File: src/rtl/irq_prio_pkg.sv
package irq_prio_pkg;

  // Architectural widths of priorities and execution levels.
  localparam int PRIO_W = 2;
  localparam int LVL_W  = PRIO_W + 1;
  localparam logic [LVL_W-1:0] LVL_RESET = 3'b011;

  // Register map (word addresses).
  localparam int A_MASK  = 0;
  localparam int A_PEND  = 1;
  localparam int A_PRIO  = 2;
  localparam int A_STAT  = 3;
  localparam int A_STACK = 4;
  localparam int A_VEC   = 8;

  // Status register field positions.
  localparam int ST_EMPTY = LVL_W;
  localparam int ST_OVF   = LVL_W + 1;

  // A source of priority p may interrupt level c when p > c, with c
  // taken as a signed value so that all-ones stands for "below zero".
  function automatic logic prio_beats_level(input logic [PRIO_W-1:0] p,
                                            input logic [LVL_W-1:0]  c);
    return $signed({1'b0, p}) > $signed(c);
  endfunction

endpackage

File: src/rtl/irq_src_bank.sv
module irq_src_bank
  import irq_prio_pkg::*;
#(
  parameter int N_SRC = 8,
  parameter int VEC_W = 16
) (
  input  logic                    clk,
  input  logic                    rst_n,
  input  logic [N_SRC-1:0]        irq_in,
  input  logic                    wr_mask,
  input  logic                    wr_pend,
  input  logic                    wr_prio,
  input  logic [N_SRC-1:0]        wr_vec,
  input  logic [N_SRC-1:0]        wd_bits,
  input  logic [N_SRC*PRIO_W-1:0] wd_prio,
  input  logic [VEC_W-1:0]        wd_vec,
  input  logic [N_SRC-1:0]        ack_clr,
  output logic [N_SRC-1:0]        pend,
  output logic [N_SRC-1:0]        mask,
  output logic [N_SRC*PRIO_W-1:0] prio_flat,
  output logic [N_SRC*VEC_W-1:0]  vec_flat
);

  logic [N_SRC-1:0]        irq_q;
  logic [N_SRC-1:0]        rise;
  logic [N_SRC-1:0]        mask_nx;
  logic [N_SRC-1:0]        pend_base;
  logic [N_SRC-1:0]        pend_nx;
  logic [N_SRC*PRIO_W-1:0] prio_q;

  // Pending update: software load or hold-minus-acknowledge, then new
  // pin edges, then the (possibly just written) mask wipes masked bits.
  always_comb begin
    rise      = irq_in & ~irq_q;
    mask_nx   = wr_mask ? wd_bits : mask;
    pend_base = wr_pend ? wd_bits : (pend & ~ack_clr);
    pend_nx   = (pend_base | rise) & ~mask_nx;
  end

  always_ff @(posedge clk or negedge rst_n) begin
    if (!rst_n) begin
      irq_q  <= '0;
      pend   <= '0;
      mask   <= '0;
      prio_q <= '0;
    end else begin
      irq_q <= irq_in;
      pend  <= pend_nx;
      mask  <= mask_nx;
      if (wr_prio) prio_q <= wd_prio;
    end
  end

  assign prio_flat = prio_q;

  for (genvar i = 0; i < N_SRC; i++) begin : g_vec
    logic [VEC_W-1:0] vec_q;
    always_ff @(posedge clk or negedge rst_n) begin
      if (!rst_n)         vec_q <= '0;
      else if (wr_vec[i]) vec_q <= wd_vec;
    end
    assign vec_flat[i*VEC_W +: VEC_W] = vec_q;
  end

endmodule

File: src/rtl/irq_select.sv
module irq_select
  import irq_prio_pkg::*;
#(
  parameter int N_SRC = 8,
  parameter int VEC_W = 16,
  localparam int IDX_W = $clog2(N_SRC)
) (
  input  logic [N_SRC-1:0]        pend,
  input  logic [N_SRC-1:0]        mask,
  input  logic [N_SRC*PRIO_W-1:0] prio_flat,
  input  logic [N_SRC*VEC_W-1:0]  vec_flat,
  input  logic [LVL_W-1:0]        cur_lvl,
  output logic                    req,
  output logic [IDX_W-1:0]        win_idx,
  output logic [PRIO_W-1:0]       win_prio,
  output logic [VEC_W-1:0]        win_vec
);

  // Scan from the top index down with >=, so on equal priority the
  // lower index replaces the earlier pick and wins the tie.
  function automatic logic [IDX_W-1:0] pick_best(
      input logic [N_SRC-1:0]        cand,
      input logic [N_SRC*PRIO_W-1:0] pf);
    logic [IDX_W-1:0]  best;
    logic [PRIO_W-1:0] best_p;
    logic              seen;
    best   = '0;
    best_p = '0;
    seen   = 1'b0;
    for (int i = N_SRC - 1; i >= 0; i--) begin
      if (cand[i] && (!seen || pf[i*PRIO_W +: PRIO_W] >= best_p)) begin
        best   = IDX_W'(i);
        best_p = pf[i*PRIO_W +: PRIO_W];
        seen   = 1'b1;
      end
    end
    return best;
  endfunction

  logic [N_SRC-1:0] cand;

  always_comb begin
    cand     = pend & ~mask;
    win_idx  = pick_best(cand, prio_flat);
    win_prio = prio_flat[win_idx*PRIO_W +: PRIO_W];
    win_vec  = vec_flat[win_idx*VEC_W +: VEC_W];
    req      = (|cand) && prio_beats_level(win_prio, cur_lvl);
  end

endmodule

File: src/rtl/irq_level_stack.sv
module irq_level_stack
  import irq_prio_pkg::*;
#(
  parameter int DEPTH = 4,
  localparam int CNT_W = $clog2(DEPTH + 1)
) (
  input  logic                   clk,
  input  logic                   rst_n,
  input  logic                   push,
  input  logic [LVL_W-1:0]       push_lvl,
  input  logic                   pop_req,
  input  logic                   wr_lvl,
  input  logic [LVL_W-1:0]       wd_lvl,
  input  logic                   clr_ovf,
  output logic [LVL_W-1:0]       cur_lvl,
  output logic [DEPTH*LVL_W-1:0] stack_flat,
  output logic                   empty,
  output logic                   full,
  output logic                   ovf,
  output logic                   pop_ev
);

  logic [LVL_W-1:0] spl [DEPTH];
  logic [CNT_W-1:0] cnt;

  assign empty  = (cnt == '0);
  assign full   = (cnt == CNT_W'(DEPTH));
  assign pop_ev = pop_req && !push && !empty;

  always_ff @(posedge clk or negedge rst_n) begin
    if (!rst_n) begin
      cur_lvl <= LVL_RESET;
      cnt     <= '0;
      ovf     <= 1'b0;
      for (int i = 0; i < DEPTH; i++) spl[i] <= '0;
    end else begin
      if (clr_ovf) ovf <= 1'b0;
      if (push) begin
        cur_lvl <= push_lvl;
        spl[0]  <= cur_lvl;
        for (int i = 1; i < DEPTH; i++) spl[i] <= spl[i-1];
        if (full) ovf <= 1'b1;
        else      cnt <= cnt + CNT_W'(1);
      end else if (pop_ev) begin
        cur_lvl <= spl[0];
        for (int i = 0; i < DEPTH - 1; i++) spl[i] <= spl[i+1];
        spl[DEPTH-1] <= '0;
        cnt <= cnt - CNT_W'(1);
      end else if (wr_lvl) begin
        cur_lvl <= wd_lvl;
      end
    end
  end

  for (genvar i = 0; i < DEPTH; i++) begin : g_flat
    assign stack_flat[i*LVL_W +: LVL_W] = spl[i];
  end

endmodule

File: src/rtl/irq_prio_ctrl.sv
module irq_prio_ctrl
  import irq_prio_pkg::*;
#(
  parameter int N_SRC  = 8,
  parameter int DEPTH  = 4,
  parameter int VEC_W  = 16,
  parameter int ADDR_W = 4,
  parameter int DATA_W = 16,
  localparam int IDX_W = $clog2(N_SRC)
) (
  input  logic              clk,
  input  logic              rst_n,
  input  logic [N_SRC-1:0]  irq_in,
  input  logic              bus_wr,
  input  logic [ADDR_W-1:0] bus_addr,
  input  logic [DATA_W-1:0] bus_wdata,
  output logic [DATA_W-1:0] bus_rdata,
  output logic              irq_req,
  output logic [IDX_W-1:0]  irq_src,
  output logic [VEC_W-1:0]  irq_vec,
  input  logic              irq_ack,
  input  logic              irq_eoi
);

  // Decoded bus events.
  logic             wr_mask, wr_pend, wr_prio, wr_stat;
  logic [N_SRC-1:0] wr_vec;

  assign wr_mask = bus_wr && (bus_addr == ADDR_W'(A_MASK));
  assign wr_pend = bus_wr && (bus_addr == ADDR_W'(A_PEND));
  assign wr_prio = bus_wr && (bus_addr == ADDR_W'(A_PRIO));
  assign wr_stat = bus_wr && (bus_addr == ADDR_W'(A_STAT));

  for (genvar i = 0; i < N_SRC; i++) begin : g_vdec
    assign wr_vec[i] = bus_wr && (bus_addr == ADDR_W'(A_VEC + i));
  end

  // Internal state and events, named for the checker.
  logic [N_SRC-1:0]        pend, mask, ack_clr;
  logic [N_SRC*PRIO_W-1:0] prio_flat;
  logic [N_SRC*VEC_W-1:0]  vec_flat;
  logic [PRIO_W-1:0]       win_prio;
  logic [LVL_W-1:0]        cur_lvl;
  logic [DEPTH*LVL_W-1:0]  stack_flat;
  logic [LVL_W-1:0]        stack_top;
  logic                    empty, full, ovf, pop_ev, ack_ev;

  assign ack_ev    = irq_ack && irq_req;
  assign ack_clr   = ack_ev ? (N_SRC'(1) << irq_src) : '0;
  assign stack_top = stack_flat[LVL_W-1:0];

  irq_src_bank #(.N_SRC(N_SRC), .VEC_W(VEC_W)) u_bank (
    .clk       (clk),
    .rst_n     (rst_n),
    .irq_in    (irq_in),
    .wr_mask   (wr_mask),
    .wr_pend   (wr_pend),
    .wr_prio   (wr_prio),
    .wr_vec    (wr_vec),
    .wd_bits   (bus_wdata[N_SRC-1:0]),
    .wd_prio   (bus_wdata[N_SRC*PRIO_W-1:0]),
    .wd_vec    (bus_wdata[VEC_W-1:0]),
    .ack_clr   (ack_clr),
    .pend      (pend),
    .mask      (mask),
    .prio_flat (prio_flat),
    .vec_flat  (vec_flat)
  );

  irq_select #(.N_SRC(N_SRC), .VEC_W(VEC_W)) u_sel (
    .pend      (pend),
    .mask      (mask),
    .prio_flat (prio_flat),
    .vec_flat  (vec_flat),
    .cur_lvl   (cur_lvl),
    .req       (irq_req),
    .win_idx   (irq_src),
    .win_prio  (win_prio),
    .win_vec   (irq_vec)
  );

  irq_level_stack #(.DEPTH(DEPTH)) u_stack (
    .clk        (clk),
    .rst_n      (rst_n),
    .push       (ack_ev),
    .push_lvl   ({1'b0, win_prio}),
    .pop_req    (irq_eoi),
    .wr_lvl     (wr_stat),
    .wd_lvl     (bus_wdata[LVL_W-1:0]),
    .clr_ovf    (wr_stat && bus_wdata[ST_OVF]),
    .cur_lvl    (cur_lvl),
    .stack_flat (stack_flat),
    .empty      (empty),
    .full       (full),
    .ovf        (ovf),
    .pop_ev     (pop_ev)
  );

  // Combinational read mux.
  always_comb begin
    bus_rdata = '0;
    case (int'(bus_addr))
      A_MASK:  bus_rdata = DATA_W'(mask);
      A_PEND:  bus_rdata = DATA_W'(pend);
      A_PRIO:  bus_rdata = DATA_W'(prio_flat);
      A_STAT:  bus_rdata = DATA_W'({ovf, empty, cur_lvl});
      A_STACK: bus_rdata = DATA_W'(stack_flat);
      default: bus_rdata = '0;
    endcase
    for (int i = 0; i < N_SRC; i++) begin
      if (bus_addr == ADDR_W'(A_VEC + i))
        bus_rdata = DATA_W'(vec_flat[i*VEC_W +: VEC_W]);
    end
  end

endmodule

File: config.mk
export PLATFORM = sky130hd
export DESIGN_NAME = irq_prio_ctrl
export DESIGN_NICKNAME = d
export VERILOG_FILES = /design/src/rtl/irq_prio_pkg.sv /design/src/rtl/irq_src_bank.sv /design/src/rtl/irq_select.sv /design/src/rtl/irq_level_stack.sv /design/src/rtl/irq_prio_ctrl.sv
export SDC_FILE = /design/constraint.sdc
export NUM_CORES = 1
export LEC_CHECK = 0
export ABC_AREA = 1
export CAP_MARGIN = 20
export CORE_MARGIN = 8
export CORE_UTILIZATION = 57
export DETAILED_ROUTE_END_ITERATION = 12
export PLACE_DENSITY = 0.86
export SYNTH_ARGS = -nofsm -noshare
export SYNTH_HDL_FRONTEND = slang
export SYNTH_SLANG_ARGS = --single-unit
File: constraint.sdc
create_clock -name clk -period 18.8 [get_ports clk]
set_clock_uncertainty 0.15 [all_clocks]
set_input_delay 4.7 -clock clk [delete_from_list [all_inputs] [get_ports clk]]
set_output_delay 4.7 -clock clk [all_outputs]
set_load 0.1 [all_outputs]
; Word level (Yosys, flattened, before mapping)
; Index checks and enable logic that the tools add are counted.
[op_classes]
mux = 45
n_bitwise = 9
n_shift = 3
add_sub_neg = 2
eq_ne = 14
magnitude_cmp = 8
n_reduce_logical = 46
[op_table]
columns = operator, n
row1 = 16-bit 2-to-1 mux, 8
row2 = 128-bit by 8-bit indexed part select with 16-bit output, 1
row3 = 16-bit case mux with 5 select lines, 1
row4 = 3-bit 2-to-1 mux, 14
row5 = 8-bit bitwise AND, 4
row6 = 4-bit equality test (second input constant), 8
row7 = 8-bit inverter, 4
row8 = 1-bit logical AND, 24
row9 = 12-bit 2-to-1 mux, 2
row10 = 8-bit 2-to-1 mux, 3
row11 = 16-bit by 5-bit indexed part select with 2-bit output, 1
row12 = 2-bit greater-or-equal comparator, 7
row13 = 2-bit 2-to-1 mux, 7
row14 = 1-bit 2-to-1 mux, 10
row15 = 1-bit logical NOT, 9
row16 = 4-bit by 2-bit equality test with 1-bit output (second input constant), 2
row17 = 8-bit bitwise OR, 1
row18 = 8-bit OR reduction, 1
row19 = 1-bit by 3-bit left shift with 8-bit output (first input constant), 1
row20 = 1-bit logical OR, 7
row21 = 4-bit by 1-bit equality test with 1-bit output (second input constant), 1
row22 = 4-bit by 3-bit equality test with 1-bit output (second input constant), 1
row23 = 4-bit logical NOT, 1
row24 = 3-bit by 1-bit adder with 3-bit output (second input constant), 1
row25 = other kinds (8), 8
[totals]
elab_cells = 146
out_inout_bits = 36
reg_bits = 187
input_bits = 33

; Logic depth before layout (Yosys ltp)
[logic_depth]
depth_word = 41
mapped_depth = 77
mapped_depth_nobuf = 77

; Cells and area by module
; A second synthesis with hierarchy kept.
[hier_totals]
cells_unflattened = 1532
area_unflattened_um2 = 12363.1
[by_module_without_submodules]
columns = module, area_each_um2, cells_per_inst, seq_area_each_um2, n_inst
row1 = irq_src_bank, 6816.5, 422, 4204.0, 1
row2 = irq_select, 2870.3, 616, 0.0, 1
row3 = irq_prio_ctrl, 1624.1, 372, 0.0, 1
row4 = irq_level_stack, 1052.3, 122, 478.0, 1

; Worst setup path after synthesis
; Ideal clock, no wire load.
[synth_path]
path_kind = register -> output
from = register u_bank.mask[7]
to = output port irq_vec[12]
t_arrival_ns = 7.833
setup_slack_ns = 6.117
path_stages_with_launch = 60
n_path_buf = 1
required_ns = 13.950
path_cell_list = dfrtp_1 inv_2 nand2_4 nor2_1 ha_1 inv_1 nand2_1 nand2_1 nand2_1 nand2_2 nand3_1 o21ai_0 inv_1 ha_1 o21ai_0 nand3_1 nand2_2 nor2_1 [... 24 more ...] and2_1 ha_1 o21ai_0 nand3_1 nand2_2 nand3_1 o21ai_0 ha_1 a21oi_1 nand2_1 nand2_2 nand3_4 nor2_4 inv_2 buf_2 o21ai_1 nor3_1 nor2_1
[synth_between]
elab_chain_cells = 32
elab_cells_between_ends = 53
[synth_rtl]
columns = item, line_no
row1 = from (decl), irq_src_bank.sv:19  ; output logic [N_SRC-1:0] mask,
row2 = from (signal assigned), irq_src_bank.sv:49  ; mask <= mask_nx;
row3 = 8-bit inverter (*), irq_select.sv:43  ; cand = pend & ~mask;
row4 = 8-bit bitwise AND (*), irq_select.sv:43
row5 = 2-bit 2-to-1 mux / 1-bit 2-to-1 mux (equally long branches), irq_select.sv:31  ; if (cand[i] && (!seen || pf[i*PRIO_W +: PRIO_W] >= best_p)) begin
row6 = 2-bit greater-or-equal comparator / 1-bit logical NOT (equally long branches), irq_select.sv:31
row7 = 1-bit logical OR, irq_select.sv:31
row8 = 1-bit logical AND, irq_select.sv:31
row9 = 2-bit 2-to-1 mux / 1-bit 2-to-1 mux (equally long branches), irq_select.sv:31
row10 = 2-bit greater-or-equal comparator / 1-bit logical NOT (equally long branches), irq_select.sv:31
row11 = [... 16 more ...], --
row12 = 1-bit logical OR, irq_select.sv:31
row13 = 1-bit logical AND, irq_select.sv:31
row14 = 2-bit 2-to-1 mux / 1-bit 2-to-1 mux (equally long branches), irq_select.sv:31
row15 = 2-bit greater-or-equal comparator / 1-bit logical NOT (equally long branches), irq_select.sv:31
row16 = 1-bit logical OR, irq_select.sv:31
row17 = 1-bit logical AND, irq_select.sv:31
row18 = 3-bit 2-to-1 mux (*), irq_select.sv:31
row19 = 128-bit by 8-bit indexed part select with 16-bit output (*), irq_select.sv:46  ; win_vec = vec_flat[win_idx*VEC_W +: VEC_W];
row20 = to (decl), irq_prio_ctrl.sv:20  ; output logic [VEC_W-1:0] irq_vec,
; Mark *: on every way between the ends. The rest lies on a longest branch, timed or not.

; Worst setup path after layout
[layout_path]
from = register u_bank.mask[7]
to = output port irq_req
[layout_between]
elab_chain_cells = 34
elab_cells_between_ends = 56
[layout_rtl]
columns = item, line_no
row1 = 8-bit inverter (*), irq_select.sv:43
row2 = 8-bit bitwise AND (*), irq_select.sv:43
row3 = 2-bit 2-to-1 mux / 1-bit 2-to-1 mux (equally long branches), irq_select.sv:31
row4 = 2-bit greater-or-equal comparator / 1-bit logical NOT (equally long branches), irq_select.sv:31
row5 = 1-bit logical OR, irq_select.sv:31
row6 = 1-bit logical AND, irq_select.sv:31
row7 = 2-bit 2-to-1 mux / 1-bit 2-to-1 mux (equally long branches), irq_select.sv:31
row8 = 2-bit greater-or-equal comparator / 1-bit logical NOT (equally long branches), irq_select.sv:31
row9 = [... 18 more ...], --
row10 = 2-bit 2-to-1 mux / 1-bit 2-to-1 mux (equally long branches), irq_select.sv:31
row11 = 2-bit greater-or-equal comparator / 1-bit logical NOT (equally long branches), irq_select.sv:31
row12 = 1-bit logical OR, irq_select.sv:31
row13 = 1-bit logical AND, irq_select.sv:31
row14 = 3-bit 2-to-1 mux, irq_select.sv:31
row15 = 16-bit by 5-bit indexed part select with 2-bit output, irq_select.sv:45  ; win_prio = prio_flat[win_idx*PRIO_W +: PRIO_W];
row16 = 3-bit greater-than comparator, irq_prio_pkg.sv:24  ; return $signed({1'b0, p}) > $signed(c);
row17 = 1-bit logical AND (*), irq_select.sv:47  ; req = (|cand) && prio_beats_level(win_prio, cur_lvl);
row18 = to (decl), irq_prio_ctrl.sv:18  ; output logic irq_req,
; Marks and branches as above.

==> results by group <==
Synthesis
  • Sequential area share after synthesis: 46.1%
  • Synth cell types: 44
  • Synth cell count leaders: nand2_1, o21ai_0, dfrtp_1
  • Net Count, Synth: 1,417
  • Yosys top cell by area: dfrtp_1
  • Synth warnings: 0
  • Synth area leaders: dfrtp_1, nand2_1, o21ai_0
  • Synth top area share: 45.6%
  • Mapped Cells: 1,367
  • Number of enable flip-flop cells after synthesis: 0
  • Syn Std Cell Area: 10,100 sq um
  • Primary FF master, synth: dfrtp_1
  • Most common cell in the netlist: nand2_1
  • Mean Syn Cell Area: ~7.4 sq um
  • Seq cells post-synth: 187
  • Post-synthesis async set-or-reset flop share: between 90% and 100%

Floorplanning
  • Initial Util: roughly 58%
  • DIE AREA: 22,300 sq um
  • Num ports: between 60 and 70
  • Die X-Extent: between 100 and 150 microns
  • Core Rows: 48
  • Die H: 149 microns
  • Core Box Area: 17,400 sq um

Drt
  • Post-DR vias/cell: between 5 and 6
  • Initial drt markers: between 1k and 1.5k
  • Detailed Routing Iterations Pass 1: 8
  • DRC: 0
  • Routed wire length: approximately 30,000 microns
  • ANT nets after route: 0
  • Via count: 9,834
  • WL/cell: 18.5 microns

Setup path
  • Slowest stage delay, CP: 1.13 ns
  • Flop-to-flop setup slack: 7.80 ns
  • Worst setup EP type: output pin
  • WP data required: between 10 and 15 ns
  • Data arrival time of the critical path: 10.65 ns
  • WS Path Type: reg2out
  • Reg2reg start: u_bank.mask[7]
  • CP Max Fanout: 22
  • FF-to-FF End: u_stack.cnt[1]
  • R2r worst-path depth: 65
  • Slowest CP cell: clkdlybuf4s50_1
  • Critical Path Most Common Cell: nand2_1
  • Critical path startpoint category: flop

Flow run
  • Max cap viols: 0

Worst hold path
  • Type of the worst min-delay path: reg2reg
  • Hold path endpoint: u_stack.stack_flat[8]
  • Hold path start: u_stack.stack_flat[11]
  • WHS Path Cells: 2

Clock network
  • CTS tree: yes
  • Count of hold-fix buffers inserted at cts: 0
  • Clk root buf: clkbuf_16
  • H-tree depth reported by CTS: 4
  • Clk buf depth: 2
  • # clock sinks: between 150 and 200
  • Clk Latency, worst-skew pair: about 0.44 ns
  • CTS Buf Count: 17
  • Clock-pin transition on the worst setup and hold timing paths: 0.07 ns
  • Postcts setup bufs: 0
  • CTS resizes: 0

Global routing
  • Grt ovf: 0
  • Initial antenna violation count: 0
  • Pin count of the biggest net entering global routing: 79
  • Grt met1 use: 35.4%
  • Met3 Track Usage GR: 6.16%
  • Vias in the first global route: 9,477
  • GR peak layer: met2
  • First-pass GRT wire length: 48,800 microns
  • GRT Total Usage: 27.4%
  • Grt met2 use: 43.9%

STA
  • Final setup vio count: 0
  • Worst slew pin tran: 1.06 ns
  • Minimum clock period: 15.50 ns
  • Maximum operating frequency: 64.5 MHz
  • Slew margin rel.: 29.2%
  • Fin crit share: roughly 82%
  • Final Hold Viols: 0
  • Max Transition Viols Final: 0
  • RSZ-0062 raised after global routing: false
  • Setup TNS: 0 ns

Placed design
  • Port Buffers: between 60 and 70
  • Placer Congestion: between 0.9 and 1
  • Detailed placement HPWL: 21,000 microns

Run status
  • Status: finished clean

Finish
  • Area growth syn-to-layout: 13.4%
  • Layout cells sized above 1: about 5.2%
  • Diode count: 0
  • Final nets: between 1k and 1.5k
[sequential cells by signal (all words and copies together) (netlist names)]
signal              flops
u_bank.irq_q            8
u_bank.g_vec.vec_q    128
u_bank.mask             8
u_stack.cnt             3
u_bank.pend             8
u_bank.prio_flat       16
u_stack.ovf             1
u_stack.cur_lvl         3
u_stack.stack_flat     12
[per-layer routing]
layer  routed length (microns)  share of wire [%]  vias to the layer above
met5                         0                  0                        -
met4                       971                3.2                        0
met3                      3040                 10                       90
met2                     14200                 47                      609
met1                     12200                 40                     4595
li1                          -                  -                     4540
[through the flow]
step                      hold WS (ns)  area [sq um]  std cells  util (%)  setup slack, ns
final                            0.334         11500       1642      66.3             3.30
after global routing             0.353         11500       1642      66.3             2.44
after CTS                        0.333         11500       1642      66.3             3.43
after detailed placement         0.323         10900       1610      62.9             3.91
after global placement           0.316         10900       1610      62.9             4.26
after floorplan                  0.302         10100       1367         -             6.12
[cell type report]
cell class                      count  area (sq um)
Fill cell                        1434          5850
Sequential cell                   187          4680
Multi-Input combinational cell    974          4650
Timing Repair Buffer               77           752
Inverter                          147           552
Clock buffer                       19           443
Tap cell                          225           282
Clock inverter                     13           151
[worst max path at each step]
stage | startpoint | to | slack, ns | depth (start not counted)
2_1_floorplan | u_bank.mask[7] | irq_vec[12] | 6.12 | 59
3_3_place_gp | u_bank.mask[7] | irq_req | 4.26 | 62
3_5_place_dp | u_bank.mask[7] | irq_req | 3.91 | 62
4_1_cts | u_bank.mask[7] | irq_req | 3.43 | 62
5_1_grt | u_bank.mask[7] | irq_req | 2.44 | 65
6_report | u_bank.mask[7] | irq_req | 3.30 | 62
[layout by cell type, fill, tap and decap left out, drive strengths merged, types with 3 or more instances in the layout]
master           n
clkdlybuf4s50   67
o221ai           7
clkbuf          20
nand4           32
a211oi           6
nor2            59
a21oi           32
o22ai           16
a31oi           11
clkinv           5
buf              9
o211ai           8
o2111ai         10
dfrtp          185
inv            151
nand3           45
o21ai          209
ha              16
nand2          505
clkinvlp         3
nor3             3
[kinds of logic after synthesis]
kind of cell / synth area share [%]
multiplexers: 0.210
buffers and inverters: 8.04
adder cells (fa/ha/maj): 2.17
AND/OR/NAND/NOR: 26.7
XOR/XNOR: 0.259
flip-flops: 46.1
AO/OA/AOI/OAI: 16.4
[worst max-delay path: cells and delay by family, from the launching register on]
family	cells	cell delay (ns)
adder cells (fa/ha/maj)	8	2.17
AO/OA/AOI/OAI	13	1.76
buffers and inverters	7	2.13
flip-flops	1	0.40
AND/OR/NAND/NOR	34	3.75
Power is not shown: default switching activity piles up to over one toggle a cycle in this logic, so the estimate is an artifact.
